[src/rtl/usbp_pkg.sv]
package usbp_pkg;
  typedef enum logic {
    OWN_USB = 1'b0,
    OWN_CPU = 1'b1
  } own_e;
endpackage

[src/rtl/usbp_buf_fsm.sv]
module usbp_buf_fsm
  import usbp_pkg::*;
#(
  parameter int LEN_W = 10
) (
  input  logic             clk_i,
  input  logic             rst_ni,
  input  logic             dir_tx_i,
  input  logic             iso_i,
  input  logic             load_i,
  input  logic             rx_pkt_i,
  input  logic [LEN_W-1:0] rx_len_i,
  input  logic             tx_pkt_i,
  input  logic             ack_i,
  input  logic             cpu_done_i,
  output logic             commit_o,
  output logic [LEN_W-1:0] commit_len_o,
  output own_e             own_o
);
  own_e             own_q, own_d;
  logic             pend_q, pend_d;
  logic [LEN_W-1:0] plen_q, plen_d;
  logic             pkt, accept;

  assign pkt    = dir_tx_i ? tx_pkt_i : rx_pkt_i;
  assign accept = !load_i && (own_q == OWN_USB) && !pend_q && pkt;

  always_comb begin
    commit_o     = 1'b0;
    commit_len_o = rx_len_i;
    pend_d       = pend_q;
    plen_d       = plen_q;
    own_d        = own_q;
    if (load_i) begin
      pend_d = 1'b0;
      own_d  = dir_tx_i ? OWN_CPU : OWN_USB;
    end else begin
      if (iso_i) begin
        commit_o = accept;
      end else if (pend_q && ack_i) begin
        commit_o     = 1'b1;
        commit_len_o = plen_q;
        pend_d       = 1'b0;
      end else if (accept) begin
        pend_d = 1'b1;
        plen_d = rx_len_i;
      end
      if (commit_o) own_d = OWN_CPU;
      else if (own_q == OWN_CPU && cpu_done_i) own_d = OWN_USB;
    end
  end

  always_ff @(posedge clk_i or negedge rst_ni) begin
    if (!rst_ni) begin
      own_q  <= OWN_USB;
      pend_q <= 1'b0;
      plen_q <= '0;
    end else begin
      own_q  <= own_d;
      pend_q <= pend_d;
      plen_q <= plen_d;
    end
  end

  assign own_o = own_q;

  p_ack_wait_r7: assert property (@(posedge clk_i) disable iff (!rst_ni)
    (!iso_i && !load_i && own_q == OWN_USB && !pend_q && pkt) |=> (own_q == OWN_USB));
  p_cpu_hold_r8: assert property (@(posedge clk_i) disable iff (!rst_ni)
    (own_q == OWN_CPU && !cpu_done_i && !load_i) |=> (own_q == OWN_CPU));
endmodule

[src/rtl/usbp_xfer_end.sv]
module usbp_xfer_end #(
  parameter int LEN_W = 10,
  parameter int TRN_W = 8
) (
  input  logic             clk_i,
  input  logic             rst_ni,
  input  logic             load_i,
  input  logic             rx_commit_i,
  input  logic [LEN_W-1:0] len_i,
  input  logic [LEN_W-1:0] mps_i,
  input  logic [TRN_W-1:0] trn_cnt_i,
  output logic             end_o
);
  logic [TRN_W-1:0] cnt_q;
  logic [TRN_W:0]   cnt_inc;
  logic             short_pkt, cnt_hit;

  assign cnt_inc   = {1'b0, cnt_q} + 1'b1;
  assign short_pkt = len_i < mps_i;
  assign cnt_hit   = (trn_cnt_i != '0) && (cnt_inc == {1'b0, trn_cnt_i});
  assign end_o     = short_pkt || cnt_hit;

  always_ff @(posedge clk_i or negedge rst_ni) begin
    if (!rst_ni)          cnt_q <= '0;
    else if (load_i)      cnt_q <= '0;
    else if (rx_commit_i) cnt_q <= end_o ? '0 : cnt_inc[TRN_W-1:0];
  end

  p_cnt_load_r11: assert property (@(posedge clk_i) disable iff (!rst_ni)
    load_i |=> (cnt_q == '0));
  p_cnt_end_r5: assert property (@(posedge clk_i) disable iff (!rst_ni)
    (!load_i && rx_commit_i && end_o) |=> (cnt_q == '0));
endmodule

[src/rtl/usbp_rdy_flag.sv]
module usbp_rdy_flag (
  input  logic clk_i,
  input  logic rst_ni,
  input  logic set_i,
  input  logic clr_i,
  output logic flag_o
);
  always_ff @(posedge clk_i or negedge rst_ni) begin
    if (!rst_ni)    flag_o <= 1'b0;
    else if (set_i) flag_o <= 1'b1;
    else if (clr_i) flag_o <= 1'b0;
  end

  p_sticky_r9: assert property (@(posedge clk_i) disable iff (!rst_ni)
    (flag_o && !clr_i) |=> flag_o);
  p_clear_r9: assert property (@(posedge clk_i) disable iff (!rst_ni)
    (clr_i && !set_i) |=> !flag_o);
endmodule

[src/rtl/usbp_brdy_ctrl.sv]
module usbp_brdy_ctrl
  import usbp_pkg::*;
#(
  parameter int MAX_MPS = 512,
  parameter int TRN_W   = 8,
  localparam int LEN_W  = $clog2(MAX_MPS + 1)
) (
  input  logic             clk_i,
  input  logic             rst_ni,
  input  logic             cfg_dir_tx_i,
  input  logic             cfg_iso_i,
  input  logic             cfg_eot_mode_i,
  input  logic [LEN_W-1:0] cfg_mps_i,
  input  logic [TRN_W-1:0] cfg_trn_cnt_i,
  input  logic             cfg_load_i,
  input  logic             rx_pkt_i,
  input  logic [LEN_W-1:0] rx_len_i,
  input  logic             tx_pkt_i,
  input  logic             ack_i,
  input  logic             cpu_done_i,
  input  logic             rdy_clr_i,
  input  logic             irq_en_i,
  output logic             buf_cpu_o,
  output logic             rdy_o,
  output logic             irq_o
);
  own_e             own;
  logic             commit, rx_commit, xfer_end, rdy_set;
  logic [LEN_W-1:0] commit_len;

  usbp_buf_fsm #(.LEN_W(LEN_W)) u_fsm (
    .clk_i, .rst_ni,
    .dir_tx_i     (cfg_dir_tx_i),
    .iso_i        (cfg_iso_i),
    .load_i       (cfg_load_i),
    .rx_pkt_i, .rx_len_i, .tx_pkt_i, .ack_i, .cpu_done_i,
    .commit_o     (commit),
    .commit_len_o (commit_len),
    .own_o        (own)
  );

  assign rx_commit = commit && !cfg_dir_tx_i;

  usbp_xfer_end #(.LEN_W(LEN_W), .TRN_W(TRN_W)) u_end (
    .clk_i, .rst_ni,
    .load_i      (cfg_load_i),
    .rx_commit_i (rx_commit),
    .len_i       (commit_len),
    .mps_i       (cfg_mps_i),
    .trn_cnt_i   (cfg_trn_cnt_i),
    .end_o       (xfer_end)
  );

  // transmit and plain receive flag at once; end-of-transfer mode waits
  assign rdy_set = commit && (cfg_dir_tx_i || !cfg_eot_mode_i || xfer_end);

  usbp_rdy_flag u_flag (
    .clk_i, .rst_ni,
    .set_i  (rdy_set),
    .clr_i  (rdy_clr_i),
    .flag_o (rdy_o)
  );

  assign buf_cpu_o = (own == OWN_CPU);
  assign irq_o     = rdy_o && irq_en_i;

  p_handover_flags_r6: assert property (@(posedge clk_i) disable iff (!rst_ni)
    ($rose(buf_cpu_o) && !$past(cfg_load_i) &&
     !($past(cfg_eot_mode_i) && !$past(cfg_dir_tx_i))) |-> rdy_o);
  p_load_keeps_flag_r11: assert property (@(posedge clk_i) disable iff (!rst_ni)
    (cfg_load_i && rdy_o && !rdy_clr_i) |=> rdy_o);
endmodule

[config.mk]
export PLATFORM = sky130hd
export DESIGN_NAME = usbp_brdy_ctrl
export DESIGN_NICKNAME = d
export VERILOG_FILES = /design/src/rtl/usbp_pkg.sv /design/src/rtl/usbp_buf_fsm.sv /design/src/rtl/usbp_xfer_end.sv /design/src/rtl/usbp_rdy_flag.sv /design/src/rtl/usbp_brdy_ctrl.sv
export SDC_FILE = /design/constraint.sdc
export NUM_CORES = 1
export LEC_CHECK = 0
export BUFFER_PORTS_ARGS = -buffer_cell sky130_fd_sc_hd__buf_2
export CORE_ASPECT_RATIO = 1.2
export CORE_UTILIZATION = 50
export CTS_CLUSTER_DIAMETER = 50
export CTS_CLUSTER_SIZE = 24
export DETAILED_ROUTE_END_ITERATION = 8
export MAX_ROUTING_LAYER = met4
export PLACE_DENSITY = 0.77
export SYNTH_ARGS = -nofsm -noshare
export SYNTH_HDL_FRONTEND = slang
export SYNTH_HIERARCHICAL = 1
export SYNTH_SLANG_ARGS = --single-unit
[constraint.sdc]
create_clock -name clk_i -period 4.7 [get_ports clk_i]
set_clock_uncertainty 0.2 [all_clocks]
set_input_delay 0.94 -clock clk_i [delete_from_list [all_inputs] [get_ports clk_i]]
set_output_delay 0.94 -clock clk_i [all_outputs]
set_load 0.02 [all_outputs]
---- Word-level counts from Yosys, hierarchy flattened ----
Index checks and enable logic that the tools add are counted.
word-level totals
  input port bits ......................... 40
  output and inout port bits .............. 3
  register bits ........................... 21
cells by class
  $add $sub $neg .......................... 1
  reductions and logical operators ........ 23
  equality and inequality tests ........... 2
  bitwise logic cells ..................... 4
  order comparisons ....................... 1
  multiplexer cells ....................... 21
operators by type and width
  kind                                                              count
  10-bit two-way mux                                                3
  8-bit two-way mux                                                 3
  1-bit two-way mux                                                 15
  10-bit < comparator                                               1
  8-bit by 1-bit adder with 9-bit output (second input constant)    1
  9-bit by 8-bit equality test with 1-bit output                    1
  1-bit logical AND                                                 9
  8-bit nonzero test                                                1
  3-bit nonzero test                                                2
  1-bit logical NOT                                                 4
  1-bit inverter                                                    4
  4-bit AND reduction                                               1
  2-bit nonzero test                                                2
  1-bit logical OR                                                  3
  2-bit by 1-bit != test with 1-bit output (second input constant)  1
  2-bit AND reduction                                               1

---- Depth between registers and ports, before layout ----
  depth in word-level cells ............... 10
  mapped depth ............................ 12

---- Modules after synthesis ----
The synthesis kept the hierarchy.
by module, submodules not included
  module          times used  cells each  area each (um^2)  seq. area each (um^2)
  usbp_xfer_end   1           123         1006.0            200.2
  usbp_buf_fsm    1           45          719.4             300.3
  usbp_rdy_flag   1           3           36.3              25.0
  usbp_brdy_ctrl  1           4           26.3              0.0

---- Least setup slack after synthesis ----
No wires, ideal clock.
  path type ............................... input to register
  start point ............................. input cfg_iso_i
  end point ............................... register u_flag.flag_o
  required time ........................... 4.436 ns
  path buffers ............................ 1
  data arrival time ....................... 3.598 ns
  path slack .............................. 0.837 ns
  stages .................................. 12
  setup time .............................. 0.064 ns
  cell sequence ........................... nor4bb_2 -> buf_6 -> mux2_4 -> ha_1 -> a211o_1 -> a21oi_1 -> o21ai_0 -> a221oi_1 -> or2_1 -> nor2_1 -> a21boi_1 -> a21o_1
between the ends
  longest elaborated chain between the ends .. 7
RTL lines
  what                                                     line                  RTL
  from (decl)                                              usbp_brdy_ctrl.sv:11  input logic cfg_iso_i,
  10-bit two-way mux (*)                                   usbp_buf_fsm.sv:38    if (iso_i) begin
  10-bit two-way mux (*)                                   usbp_buf_fsm.sv:34    if (load_i) begin
  named net commit_len[5]                                  usbp_brdy_ctrl.sv:29  logic [LEN_W-1:0] commit_len;
  10-bit < comparator (*)                                  usbp_xfer_end.sv:19   assign short_pkt = len_i < mps_i;
  1-bit logical OR (*)                                     usbp_xfer_end.sv:21   assign end_o = short_pkt || cnt_hit;
  named net xfer_end                                       usbp_brdy_ctrl.sv:28  logic commit, rx_commit, xfer_end, rdy_set;
  1-bit logical OR (*)                                     usbp_brdy_ctrl.sv:55  assign rdy_set = commit && (cfg_dir_tx_i || !cfg_eot_mode_i || xfer_end);
  1-bit logical AND (*)                                    usbp_brdy_ctrl.sv:55
  named net rdy_set                                        usbp_brdy_ctrl.sv:28
  1-bit two-way mux or 2-bit nonzero test (tied branches)  -
  to (signal assigned)                                     usbp_rdy_flag.sv:9    if (!rst_ni) flag_o <= 1'b0;
  to (signal assigned)                                     usbp_rdy_flag.sv:10   else if (set_i) flag_o <= 1'b1;
  to (signal assigned)                                     usbp_rdy_flag.sv:11   else if (clr_i) flag_o <= 1'b0;
  to (decl)                                                usbp_rdy_flag.sv:6    output logic flag_o
Mark *: on every way through the listed nets, which the timed path passes. The rest lies on a longest branch. The select of a mux whose other input is x is not followed.
A chain may end at the register's enable or synchronous reset.

---- Final worst setup path ----
  start point ............................. input cfg_load_i
  end point ............................... register u_flag.flag_o
RTL lines
  what                                                     line                  RTL
  from (decl)                                              usbp_brdy_ctrl.sv:15  input logic cfg_load_i,
  10-bit two-way mux (*)                                   usbp_buf_fsm.sv:34
  named net commit_len[5]                                  usbp_brdy_ctrl.sv:29
  10-bit < comparator (*)                                  usbp_xfer_end.sv:19
  1-bit logical OR (*)                                     usbp_xfer_end.sv:21
  named net xfer_end                                       usbp_brdy_ctrl.sv:28
  1-bit logical OR (*)                                     usbp_brdy_ctrl.sv:55
  1-bit logical AND (*)                                    usbp_brdy_ctrl.sv:55
  named net rdy_set                                        usbp_brdy_ctrl.sv:28
  1-bit two-way mux or 2-bit nonzero test (tied branches)  -
Marks and branches as above.

==> run summary <==
#FFs+latches synth: 21
Fraction of registers with async set/reset: 100%
Critical path type: in -> reg
Largest net degree at the start of global routing: 22
Final instance area: 0.00206 mm^2
Tot Pwr: 469 uW
Post-CTS setup buffers: 0
Cell Pwr Density: 228 mW/mm^2
Primary FF master, synth: dfrtp_1
Synth unique cells: 53
First-pass iteration count of the detailed router: 4
Sequential cell area fraction in the yosys report: 29.4%
Hpwl dp: 2.75 mm
Period utilization: 78.5%
Register Area: 526 um^2
H-Tree Depth: 1
Average size of a mapped cell: 10.2 um^2
CP Max Fanout: 21
Final Critical Period: 3690 ps
Final Slew Violations: 0
Status: completed
Starting Density: 53.1%
Crit start category: primary input
Synth Cell Area: 0.00179 mm^2
Area Growth Syn to Fin: 15.0%
Fillers: 306
Vias in the first global route: 1311
Worst setup EP type: register
Overall routing resource usage: 20.0%
Num CTS Buffers: 3
Nets: 266
Net Count, Synth: 225
VDD IR max: 0.156 mV
CTS max path bufs: 2
Most frequent cell after synthesis: dfrtp_1
Final TNS setup: 0 ps
FP Rows: 23
DRC: 0
Final-report hold violation count: 0
Clock root buffer master: clkbuf_8
Dpl cells: 248
Routed wire per std cell: 14.0 um
Top Ports: 43
Worst slew pin tran: 497 ps
Placed cell area: 0.00201 mm^2
Diodes inserted: 0
Vias: 1437
Routed Wire Length: 3.54 mm
Via density: 5.70
Die ar.: 0.00382 mm^2
CTS tree: done
Relative max-transition margin: 66.6%
Initial antenna violation count: 0
IO buf count: 42
Max-cap violations: 0
Ranking of synthesized cells by area: dfrtp_1, mux2_4, ha_1, o41ai_1, or3b_2
Routed Antenna Nets: 0
Clk sinks: 21
Biggest area consumer among synthesized cells: dfrtp_1
Final core occ: 61.1%
Global route overflow: 0
Synth Instances: 175
Crit path required time: 4690 ps
Most common library cells after synthesis: dfrtp_1, mux2_4, inv_1
Flop-to-flop setup slack: 1580 ps
Core area: 0.00337 mm^2
Multi-input gate area: 0.00117 mm^2
Hold_buf cts: 0
RSZ-0062 raised after global routing: no
Initial drt markers: 40
Worst EP arrival: 3680 ps
Post-synth EDFFs: 0
FMAX: 0.271 GHz
Share of cells above drive strength 1: 40.0%
Non-Filler Instances: 252
Resized Gates After CTS: 0
Worst hold path type: reg -> reg
Routability Congestion: 0.799
Worst skew pair latency: 250 ps
Clock transition at the registers of the reported paths: 70 ps
Leak: 0.997 nW
Final Setup Violations: 0
Synth top area share: 29.4%
Die Span Y: 67.5 um
First-pass GRT wire length: 5.89 mm
Synth warn: 6
Die width: 56.6 um
## power by group
group / leakage (nW) / total [mW] / switching, mW / internal, mW
clock: 0.0228 / 0.112 / 0.0517 / 0.0601
combinational: 0.704 / 0.128 / 0.0506 / 0.0772
sequential: 0.270 / 0.229 / 0.0191 / 0.210
total: 0.997 / 0.469 / 0.121 / 0.348
## cells by family after synthesis
kind of cell	share of synthesized area, %
AO/OA/AOI/OAI	14.8
XOR/XNOR	4.41
adder cells (fa/ha/maj)	7.00
buffers and inverters	5.67
flip-flops	29.4
multiplexers	18.1
AND/OR/NAND/NOR	20.7
## metrics by stage
stage | hold slack [ps] | setup WS (ps)
3_3_place_gp | 292 | 780
6_report | 312 | 1010
4_1_cts | 317 | 1000
3_5_place_dp | 297 | 742
5_1_grt | 322 | 803
2_1_floorplan | 280 | 837
## layer usage
layer | vias up | track usage (%) | share of wire, %
li1 | 723 | - | -
met1 | 677 | 26.3 | 45
met2 | 33 | 33.7 | 51
met3 | 4 | 1.34 | 2.7
met4 | 0 | 5.49 | 1.2
met5 | - | - | 0
## worst max-delay path, stage by stage
cell	delay, ps
buf_2	200
nor4bb_4	280
buf_4	270
mux2_4	320
ha_1	300
a211o_1	250
a21oi_1	110
o21ai_0	100
a221oi_1	320
buf_4	220
or2_1	100
nor2_1	40
a21boi_1	140
a21o_1	90
## placed cells by master (no fill, tap or decap), types with 3 or more instances in the layout
| cell | count |
|---|---|
| buf_2 | 42 |
| dfrtp_1 | 21 |
| mux2_4 | 20 |
| inv_1 | 12 |
| nand2_1 | 11 |
| ha_1 | 10 |
| a21oi_1 | 9 |
| nor2_1 | 8 |
| o21ai_0 | 6 |
| or3b_2 | 6 |
| o41ai_1 | 6 |
| xnor2_1 | 5 |
| xor2_1 | 4 |
| clkbuf_8 | 3 |
| nand3_1 | 3 |
| nand2b_1 | 3 |
| a21o_1 | 3 |
## state kept, by name, summed over array words and instances (netlist names)
| signal | count |
|---|---|
| u_end/cnt_q | 8 |
| u_flag/flag_o | 1 |
| u_fsm/own_o | 1 |
| u_fsm/pend_q | 1 |
| u_fsm/plen_q | 10 |
## path summary, 6_finish.rpt
| check | start | to | cells past startpoint |
|---|---|---|---|
| min reg2reg | u_fsm/plen_q[7] | u_fsm/plen_q[7] | 1 |
| min in group asynchronous | rst_ni | u_fsm/plen_q[2] | 1 |
| max | cfg_load_i | u_flag/flag_o | 14 |
| max in group asynchronous | rst_ni | u_end/cnt_q[7] | 1 |
| max reg2reg | u_fsm/pend_q | u_flag/flag_o | 13 |
| min | u_fsm/plen_q[7] | u_fsm/plen_q[7] | 1 |
## area by class of cell
class | count | area share (%)
multi-input cells | 134 | 56.9
flip-flops and latches | 21 | 25.5
repair buffers | 44 | 10.9
well taps | 37 | 2.25
clock buffers | 4 | 2.19
inverters | 12 | 2.19
No activity file was read; power rests on OpenSTA's default activity.
